--- src/rtl/wsc_pkg.sv ---
package wsc_pkg;

   typedef enum logic [1:0] {
      SEQ_RECALL = 2'd0,
      SEQ_IDLE   = 2'd1,
      SEQ_NVWR   = 2'd2
   } seq_state_e;

   localparam int unsigned REG_WIPER = 0;
   localparam int unsigned REG_SPARE = 1;
   localparam int unsigned REG_SEL   = 2;

endpackage

--- src/rtl/wsc_seq.sv ---
module wsc_seq #(
   parameter int unsigned RECALL_CYC = 16,
   parameter int unsigned NVW_CYC    = 64
) (
   input  logic clk,
   input  logic rst_n,
   input  logic stop_evt,
   input  logic nv_pend,
   output logic busy,
   output logic accept,
   output logic recall_ld,
   output logic nv_start,
   output logic nv_commit
);
   import wsc_pkg::*;

   localparam int unsigned MAX_CYC = (RECALL_CYC > NVW_CYC) ? RECALL_CYC : NVW_CYC;
   localparam int unsigned CNT_W   = (MAX_CYC > 1) ? $clog2(MAX_CYC) : 1;
   localparam logic [CNT_W-1:0] RECALL_LAST = CNT_W'(RECALL_CYC - 1);
   localparam logic [CNT_W-1:0] NVW_LAST    = CNT_W'(NVW_CYC - 1);

   generate
      if (RECALL_CYC < 1) begin : g_bad_recall
         $error("RECALL_CYC must be at least 1");
      end
      if (NVW_CYC < 1) begin : g_bad_nvw
         $error("NVW_CYC must be at least 1");
      end
   endgenerate

   seq_state_e       state_q;
   logic [CNT_W-1:0] cnt_q;

   assign accept    = (state_q == SEQ_IDLE);
   assign busy      = !accept;
   assign recall_ld = (state_q == SEQ_RECALL) && (cnt_q == RECALL_LAST);
   assign nv_start  = accept && stop_evt && nv_pend;
   assign nv_commit = (state_q == SEQ_NVWR) && (cnt_q == NVW_LAST);

   always_ff @(posedge clk or negedge rst_n) begin
      if (!rst_n) begin
         state_q <= SEQ_RECALL;
         cnt_q   <= '0;
      end else begin
         unique case (state_q)
            SEQ_RECALL: begin
               if (recall_ld) begin
                  state_q <= SEQ_IDLE;
                  cnt_q   <= '0;
               end else begin
                  cnt_q <= cnt_q + 1'b1;
               end
            end
            SEQ_IDLE: begin
               if (nv_start) begin
                  state_q <= SEQ_NVWR;
                  cnt_q   <= '0;
               end
            end
            SEQ_NVWR: begin
               if (nv_commit) begin
                  state_q <= SEQ_IDLE;
                  cnt_q   <= '0;
               end else begin
                  cnt_q <= cnt_q + 1'b1;
               end
            end
            default: begin
               state_q <= SEQ_IDLE;
               cnt_q   <= '0;
            end
         endcase
      end
   end

endmodule

--- src/rtl/wsc_regs.sv ---
module wsc_regs #(
   parameter int unsigned WIPER_W  = 7,
   parameter int unsigned DATA_W   = 8,
   parameter int unsigned ADDR_W   = 2,
   parameter logic [WIPER_W-1:0] IVR_INIT = WIPER_W'(1 << (WIPER_W - 1))
) (
   input  logic              clk,
   input  logic              rst_n,
   input  logic              accept,
   input  logic              wr_stb,
   input  logic [ADDR_W-1:0] wr_addr,
   input  logic [DATA_W-1:0] wr_data,
   input  logic [ADDR_W-1:0] rd_addr,
   output logic [DATA_W-1:0] rd_data,
   input  logic              recall_ld,
   input  logic              nv_start,
   input  logic              nv_commit,
   output logic [WIPER_W-1:0] wiper,
   output logic              vol_sel,
   output logic              nv_pend
);
   import wsc_pkg::*;

   localparam logic [WIPER_W-1:0] MIDSCALE = WIPER_W'(1 << (WIPER_W - 1));
   localparam int unsigned        PAD_W    = DATA_W - WIPER_W;

   generate
      if (WIPER_W >= DATA_W) begin : g_bad_width
         $error("WIPER_W must be smaller than DATA_W");
      end
      if (ADDR_W < 2) begin : g_bad_addr
         $error("ADDR_W must cover address 2");
      end
   endgenerate

   logic [WIPER_W-1:0] wiper_q;
   logic [WIPER_W-1:0] ivr_q;
   logic [WIPER_W-1:0] pend_val_q;
   logic [WIPER_W-1:0] commit_val_q;
   logic               sel_q;
   logic               pend_q;

   logic hit_wiper;
   logic hit_sel;
   logic sel_legal;

   assign hit_wiper = accept && wr_stb && (wr_addr == ADDR_W'(REG_WIPER));
   assign hit_sel   = accept && wr_stb && (wr_addr == ADDR_W'(REG_SEL));
   assign sel_legal = (wr_data[DATA_W-2:0] == '0);

   always_ff @(posedge clk or negedge rst_n) begin
      if (!rst_n) begin
         wiper_q      <= MIDSCALE;
         ivr_q        <= IVR_INIT;
         pend_val_q   <= '0;
         commit_val_q <= '0;
         sel_q        <= 1'b0;
         pend_q       <= 1'b0;
      end else begin
         if (recall_ld) begin
            wiper_q <= ivr_q;
         end else if (hit_wiper) begin
            wiper_q <= wr_data[WIPER_W-1:0];
         end

         if (nv_start) begin
            pend_q       <= 1'b0;
            commit_val_q <= pend_val_q;
         end else if (hit_wiper && !sel_q) begin
            pend_q     <= 1'b1;
            pend_val_q <= wr_data[WIPER_W-1:0];
         end

         if (nv_commit) begin
            ivr_q <= commit_val_q;
         end

         if (hit_sel && sel_legal) begin
            sel_q <= wr_data[DATA_W-1];
         end
      end
   end

   always_comb begin
      rd_data = '0;
      if (rd_addr == ADDR_W'(REG_WIPER)) begin
         rd_data = sel_q ? {{PAD_W{1'b0}}, wiper_q} : {{PAD_W{1'b0}}, ivr_q};
      end else if (rd_addr == ADDR_W'(REG_SEL)) begin
         rd_data = {sel_q, {(DATA_W-1){1'b0}}};
      end
   end

   assign wiper   = wiper_q;
   assign vol_sel = sel_q;
   assign nv_pend = pend_q;

endmodule

--- src/rtl/wsc_tap_dec.sv ---
module wsc_tap_dec #(
   parameter int unsigned WIPER_W = 7
) (
   input  logic [WIPER_W-1:0]        wiper,
   output logic [(1 << WIPER_W)-1:0] tap
);
   localparam int unsigned N_TAP = 1 << WIPER_W;

   generate
      if (WIPER_W > 10) begin : g_bad_taps
         $error("WIPER_W too large for a flat tap decoder");
      end
      for (genvar i = 0; i < N_TAP; i++) begin : g_tap
         assign tap[i] = (wiper == WIPER_W'(i));
      end
   endgenerate

endmodule

--- src/rtl/wiper_store_ctrl.sv ---
module wiper_store_ctrl #(
   parameter int unsigned WIPER_W    = 7,
   parameter int unsigned DATA_W     = 8,
   parameter int unsigned ADDR_W     = 2,
   parameter int unsigned RECALL_CYC = 16,
   parameter int unsigned NVW_CYC    = 64,
   parameter logic [WIPER_W-1:0] IVR_INIT = WIPER_W'(1 << (WIPER_W - 1))
) (
   input  logic                       clk,
   input  logic                       rst_n,
   input  logic                       wr_stb,
   input  logic [ADDR_W-1:0]          wr_addr,
   input  logic [DATA_W-1:0]          wr_data,
   input  logic                       stop_evt,
   input  logic [ADDR_W-1:0]          rd_addr,
   output logic [DATA_W-1:0]          rd_data,
   output logic                       busy,
   output logic [WIPER_W-1:0]         wiper,
   output logic [(1 << WIPER_W)-1:0]  tap
);

   logic accept;
   logic recall_ld;
   logic nv_start;
   logic nv_commit;
   logic nv_pend;
   logic vol_sel;

   wsc_seq #(
      .RECALL_CYC(RECALL_CYC),
      .NVW_CYC   (NVW_CYC)
   ) i_seq (
      .clk      (clk),
      .rst_n    (rst_n),
      .stop_evt (stop_evt),
      .nv_pend  (nv_pend),
      .busy     (busy),
      .accept   (accept),
      .recall_ld(recall_ld),
      .nv_start (nv_start),
      .nv_commit(nv_commit)
   );

   wsc_regs #(
      .WIPER_W (WIPER_W),
      .DATA_W  (DATA_W),
      .ADDR_W  (ADDR_W),
      .IVR_INIT(IVR_INIT)
   ) i_regs (
      .clk      (clk),
      .rst_n    (rst_n),
      .accept   (accept),
      .wr_stb   (wr_stb),
      .wr_addr  (wr_addr),
      .wr_data  (wr_data),
      .rd_addr  (rd_addr),
      .rd_data  (rd_data),
      .recall_ld(recall_ld),
      .nv_start (nv_start),
      .nv_commit(nv_commit),
      .wiper    (wiper),
      .vol_sel  (vol_sel),
      .nv_pend  (nv_pend)
   );

   wsc_tap_dec #(
      .WIPER_W(WIPER_W)
   ) i_dec (
      .wiper(wiper),
      .tap  (tap)
   );

endmodule

--- config.mk ---
export PLATFORM = sky130hd
export DESIGN_NAME = wiper_store_ctrl
export DESIGN_NICKNAME = d
export VERILOG_FILES = /design/src/rtl/wsc_pkg.sv /design/src/rtl/wsc_seq.sv /design/src/rtl/wsc_regs.sv /design/src/rtl/wsc_tap_dec.sv /design/src/rtl/wiper_store_ctrl.sv
export SDC_FILE = /design/constraint.sdc
export NUM_CORES = 1
export LEC_CHECK = 0
export BUFFER_PORTS_ARGS = -buffer_cell sky130_fd_sc_hd__buf_2
export CORE_MARGIN = 5
export CORE_UTILIZATION = 43
export DETAILED_ROUTE_END_ITERATION = 10
export PLACE_DENSITY = 0.87
export SYNTH_ARGS = -nofsm -noshare
export SYNTH_HDL_FRONTEND = slang
export SYNTH_SLANG_ARGS = --single-unit
--- constraint.sdc ---
create_clock -name clk -period 2.5 [get_ports clk]
set_input_delay 0.75 -clock clk [delete_from_list [all_inputs] [get_ports clk]]
set_output_delay 0.75 -clock clk [all_outputs]
set_load 0.03 [all_outputs]
==> results.py <==
metrics = {
    "outcome": {
        "status": "finished, violations left",
        "violations_in_the_final_reports": "negative setup slack",
    },
    "power_and_ir_drop": {
        "power_density_mw_per_mm2": 995,
        "power.ir.vdd_worst_mv": 0.620,
        "p_leak_nw": 2.04,
    },
    "synthesis": {
        "ys_top_cells_by_count": "nor2_1, dfrtp_1, mux2_2",
        "postSynthNetCount": 335,
        "yosys-top-cells-area": "dfrtp_1, nor2_1, mux2_2, clkbuf_1, a22o_1",
        "synth_most_common_cell": "nor2_1",
        "synth_largest_area_cell": "dfrtp_1",
        "synth_warnings": 0,
        "number_of_enable_flip_flop_cells_after_synthesis": 0,
        "synthesis.area_mm2": 0.00247,
        "area_fraction_in_compound_gates_after_synthesis_pct": 8.57,
        "netlist-cell-type-count": 35,
        "postSynthCellCount": 318,
        "seq_area_frac_synth_pct": 38.6,
        "synth-simple-area-share_pct": 35.2,
        "largest_family_of_logic_cells_by_synthesized_area": "simple AND/OR/NAND/NOR gates",
        "post-synth-top-area-fraction_pct": 36.5,
        "ys_async_sr_fraction_pct": 100,
        "synth_area_per_cell_um2": 7.76,
        "postSynthRegisterBits": 38,
        "yosys.area_share.xor_xnor_pct": 0,
        "post_synth_mux_area_share_pct": 13.3,
        "synth_adder_area_share_pct": 0.507,
        "postSynth.topFlopCell": "dfrtp_1",
    },
    "placement": {
        "place_hpwl_um": 6920,
        "dp_slack_ns": 0.184,
        "finalWeightedCongestion": 0.872,
        "dp.cells": 541,
        "buffer_ports.inserted": 159,
    },
    "critical_path": {
        "path_delay_family": "simple AND/OR/NAND/NOR gates",
        "timing.critical_path.to_type": "output pin",
        "cp_num_buf_inv": 1,
        "timing.critical_path.cells": "nor2_1 > nand3_2 > nor2_1 > buf_2",
        "cp-start-kind": "flop",
        "critPathMaxFanout": 8,
        "crit_required_ns": 1.75,
        "cp_data_arrival_time_ns": 1.80,
        "timing.critical_path.mode_cell": "nor2_1",
        "timing.critical_path.slowest_cell_delay_ns": 0.42,
        "ff2ff_setup_slack_ns": 0.51,
        "worstSetupPathType": "flop to output pin",
        "cp_slowest_cell": "dfrtp_1",
    },
    "grt": {
        "grt.overflow.total": 0,
        "globalRouteTotalUtil_pct": 24.2,
        "first_global_vias": 2785,
        "globalRouteMet1Util_pct": 28.9,
        "grt_first_pass_wirelength_um": 14300,
        "antenna_found_initial": 0,
        "gr-usage-met2_pct": 43.4,
        "pin_count_of_the_biggest_net_entering_global_routing": 19,
        "grt_most_used_layer": "met2",
        "use_met3_pct": 4.13,
    },
    "drt": {
        "route.vias.total": 2945,
        "first_iter_violations": 118,
        "drt-total-wl_um": 9490,
        "drcViolationCount": 0,
        "drt_pass1_iterations": 4,
        "detail-route-antenna-nets": 0,
        "routed_via_density": 5.22,
        "drt-wirelength-per-cell_um": 16.8,
    },
    "timing": {
        "worst_slew_margin_rel_pct": 59.0,
        "setup_viol": 5,
        "finalClockSkew_ns": 0.0102,
        "slew_at_the_pin_with_the_worst_max_slew_slack_ns": 0.612,
        "rsz_0062_raised_after_global_routing": "yes",
        "timing.final.max_slew_violations": 0,
        "maximum_clock_rate_mhz": 392,
        "final_cycle_utilization_of_the_critical_path_pct": 102,
        "period_minus_slack_ns": 2.55,
        "hold_viol": 0,
        "fin_ws_ns": -0.0540,
    },
    "clock_tree": {
        "clock-root-buffer": "clkbuf_8",
        "clock-sinks": 38,
        "cts_tree": "built",
        "insertion_delay_ns": 0.30,
        "ctsHtreeMaxLevel": 2,
        "cts_buffers": 5,
        "cts.reportedPaths.clkPinSlew_ns": 0.08,
        "max-clock-path-buffers": 2,
    },
    "die": {
        "floorplan.initialDensity_pct": 44.6,
        "area_of_the_core_mm2": 0.00554,
        "fp.dieH_um": 85.8,
        "io_pins": 160,
        "die_w_um": 85.8,
        "floorplan.die_area_mm2": 0.00736,
        "row_count": 27,
    },
    "worst_hold_path": {
        "holdCritPathClass": "primary input to async pin",
    },
    "layout": {
        "nets_final": 508,
        "layout.cells.non_filler": 564,
        "area_growth_pct": 63.2,
        "final_layout_size_suffix_gt1_share_pct": 57.7,
        "antennaDiodeCount": 0,
    },
    "run": {
        "drv_cap": 0,
    },
}
## repair_timing
action / CTS / global route
gates cloned: 1 / 3
setup buffers: 5 / 6
pin swaps: 0 / 4
endpoints found under the setup margin: 84 / 120
resized for setup: 11 / 93
hold buffers: 0 / 0
## flip-flops by register name, indices dropped and copies added (netlist names)
| register | count |
|---|---|
| i_seq.cnt_q | 6 |
| i_regs.nv_pend | 1 |
| i_regs.wiper | 7 |
| i_regs.commit_val_q | 7 |
| i_regs.pend_val_q | 7 |
| i_seq.state_q | 2 |
| i_regs.ivr_q | 7 |
| i_regs.vol_sel | 1 |
## logic make-up (layout without fill, tap and decap cells)
group | count (synthesis) | count (layout)
AO/OA/AOI/OAI | 29 | 29
adder cells (fa/ha/maj) | 1 | 1
buffers and inverters | 23 | 195
flip-flops | 38 | 38
multiplexers | 30 | 30
AND/OR/NAND/NOR | 197 | 199
## layer usage
layer | wire length [um] | vias to the layer above
met5 | 0 | -
met4 | 193 | 0
met3 | 623 | 17
met2 | 4950 | 130
met1 | 3730 | 1388
li1 | - | 1410
## stage by stage
| step | hold WS, ns | power (mW) | setup TNS [ns] | instance area, um^2 | util (%) |
|---|---|---|---|---|---|
| CTS | 0.380 | 3.70 | -1.74 | 3750 | 67.6 |
| floorplan | 0.454 | 2.49 | -1.09 | 2680 | - |
| detailed placement | 0.493 | 2.96 | 0 | 3530 | 63.7 |
| global route | 0.405 | 4.22 | -3.88 | 4030 | 72.7 |
| global placement | 0.482 | 2.89 | 0 | 3530 | 63.7 |
| finish | 0.376 | 4.01 | -0.0684 | 4030 | 72.7 |
## cells in the final DEF (no fill, tap or decap), types with 2 or more instances in the layout
cell,synthesis,final
buf_2,0,124
nor2_1,143,113
buf_4,0,50
dfrtp_1,36,32
mux2_2,23,23
nor2_4,0,20
nor2_2,0,10
nand2_2,0,9
a22o_1,8,8
a21o_1,8,8
mux2i_1,7,7
nand3_2,1,6
nand2_1,15,6
clkbuf_4,0,6
nand3_1,11,5
o21ai_0,5,5
clkbuf_8,0,5
buf_6,1,4
dfrtp_2,0,4
nor2b_1,6,3
nand3b_1,3,3
or3b_4,0,3
or3_4,0,2
nor2b_4,0,2
nor3_2,2,2
nor4_1,2,2
nor4b_1,2,2
a21oi_1,2,2
nor3_1,2,2
a31oi_1,2,2
bufinv_16,0,2
dfstp_2,2,2
## layout make-up
class | count | area, um^2
clock buffers | 5 | 68.8
flip-flops and latches | 38 | 958
clock inverters | 3 | 68.8
inverters | 1 | 3.75
multi-input cells | 259 | 1710
fillers | 405 | 1510
well taps | 72 | 90.1
repair buffers | 186 | 1130
## worst register-to-register path: cells and delay by family (launching register included)
family	cells	cell delay, ns
flip-flops	1	0.55
AND/OR/NAND/NOR	3	0.87
multiplexers	1	0.38
buffers and inverters	1	0.07
## path summary, 6_finish.rpt
kind,start,cells after the start,to
max,i_regs.wiper[3],4,tap[115]
min,rst_n,1,i_regs.pend_val_q[5]
min reg2reg,i_regs.pend_val_q[0],1,i_regs.commit_val_q[0]
min in group clk,i_regs.pend_val_q[0],1,i_regs.commit_val_q[0]
max reg2reg,i_seq.state_q[0],5,i_regs.pend_val_q[0]
max in group asynchronous,rst_n,2,i_regs.wiper[6]
## report_power, final
part | leakage [nW] | switching [mW] | internal, mW | total, mW
registers | 0.479 | 0.247 | 0.850 | 1.10
logic | 1.49 | 1.47 | 0.822 | 2.29
clock network | 0.0683 | 0.221 | 0.400 | 0.621
total | 2.04 | 1.94 | 2.07 | 4.01
Power figures use the tool's default switching activity.
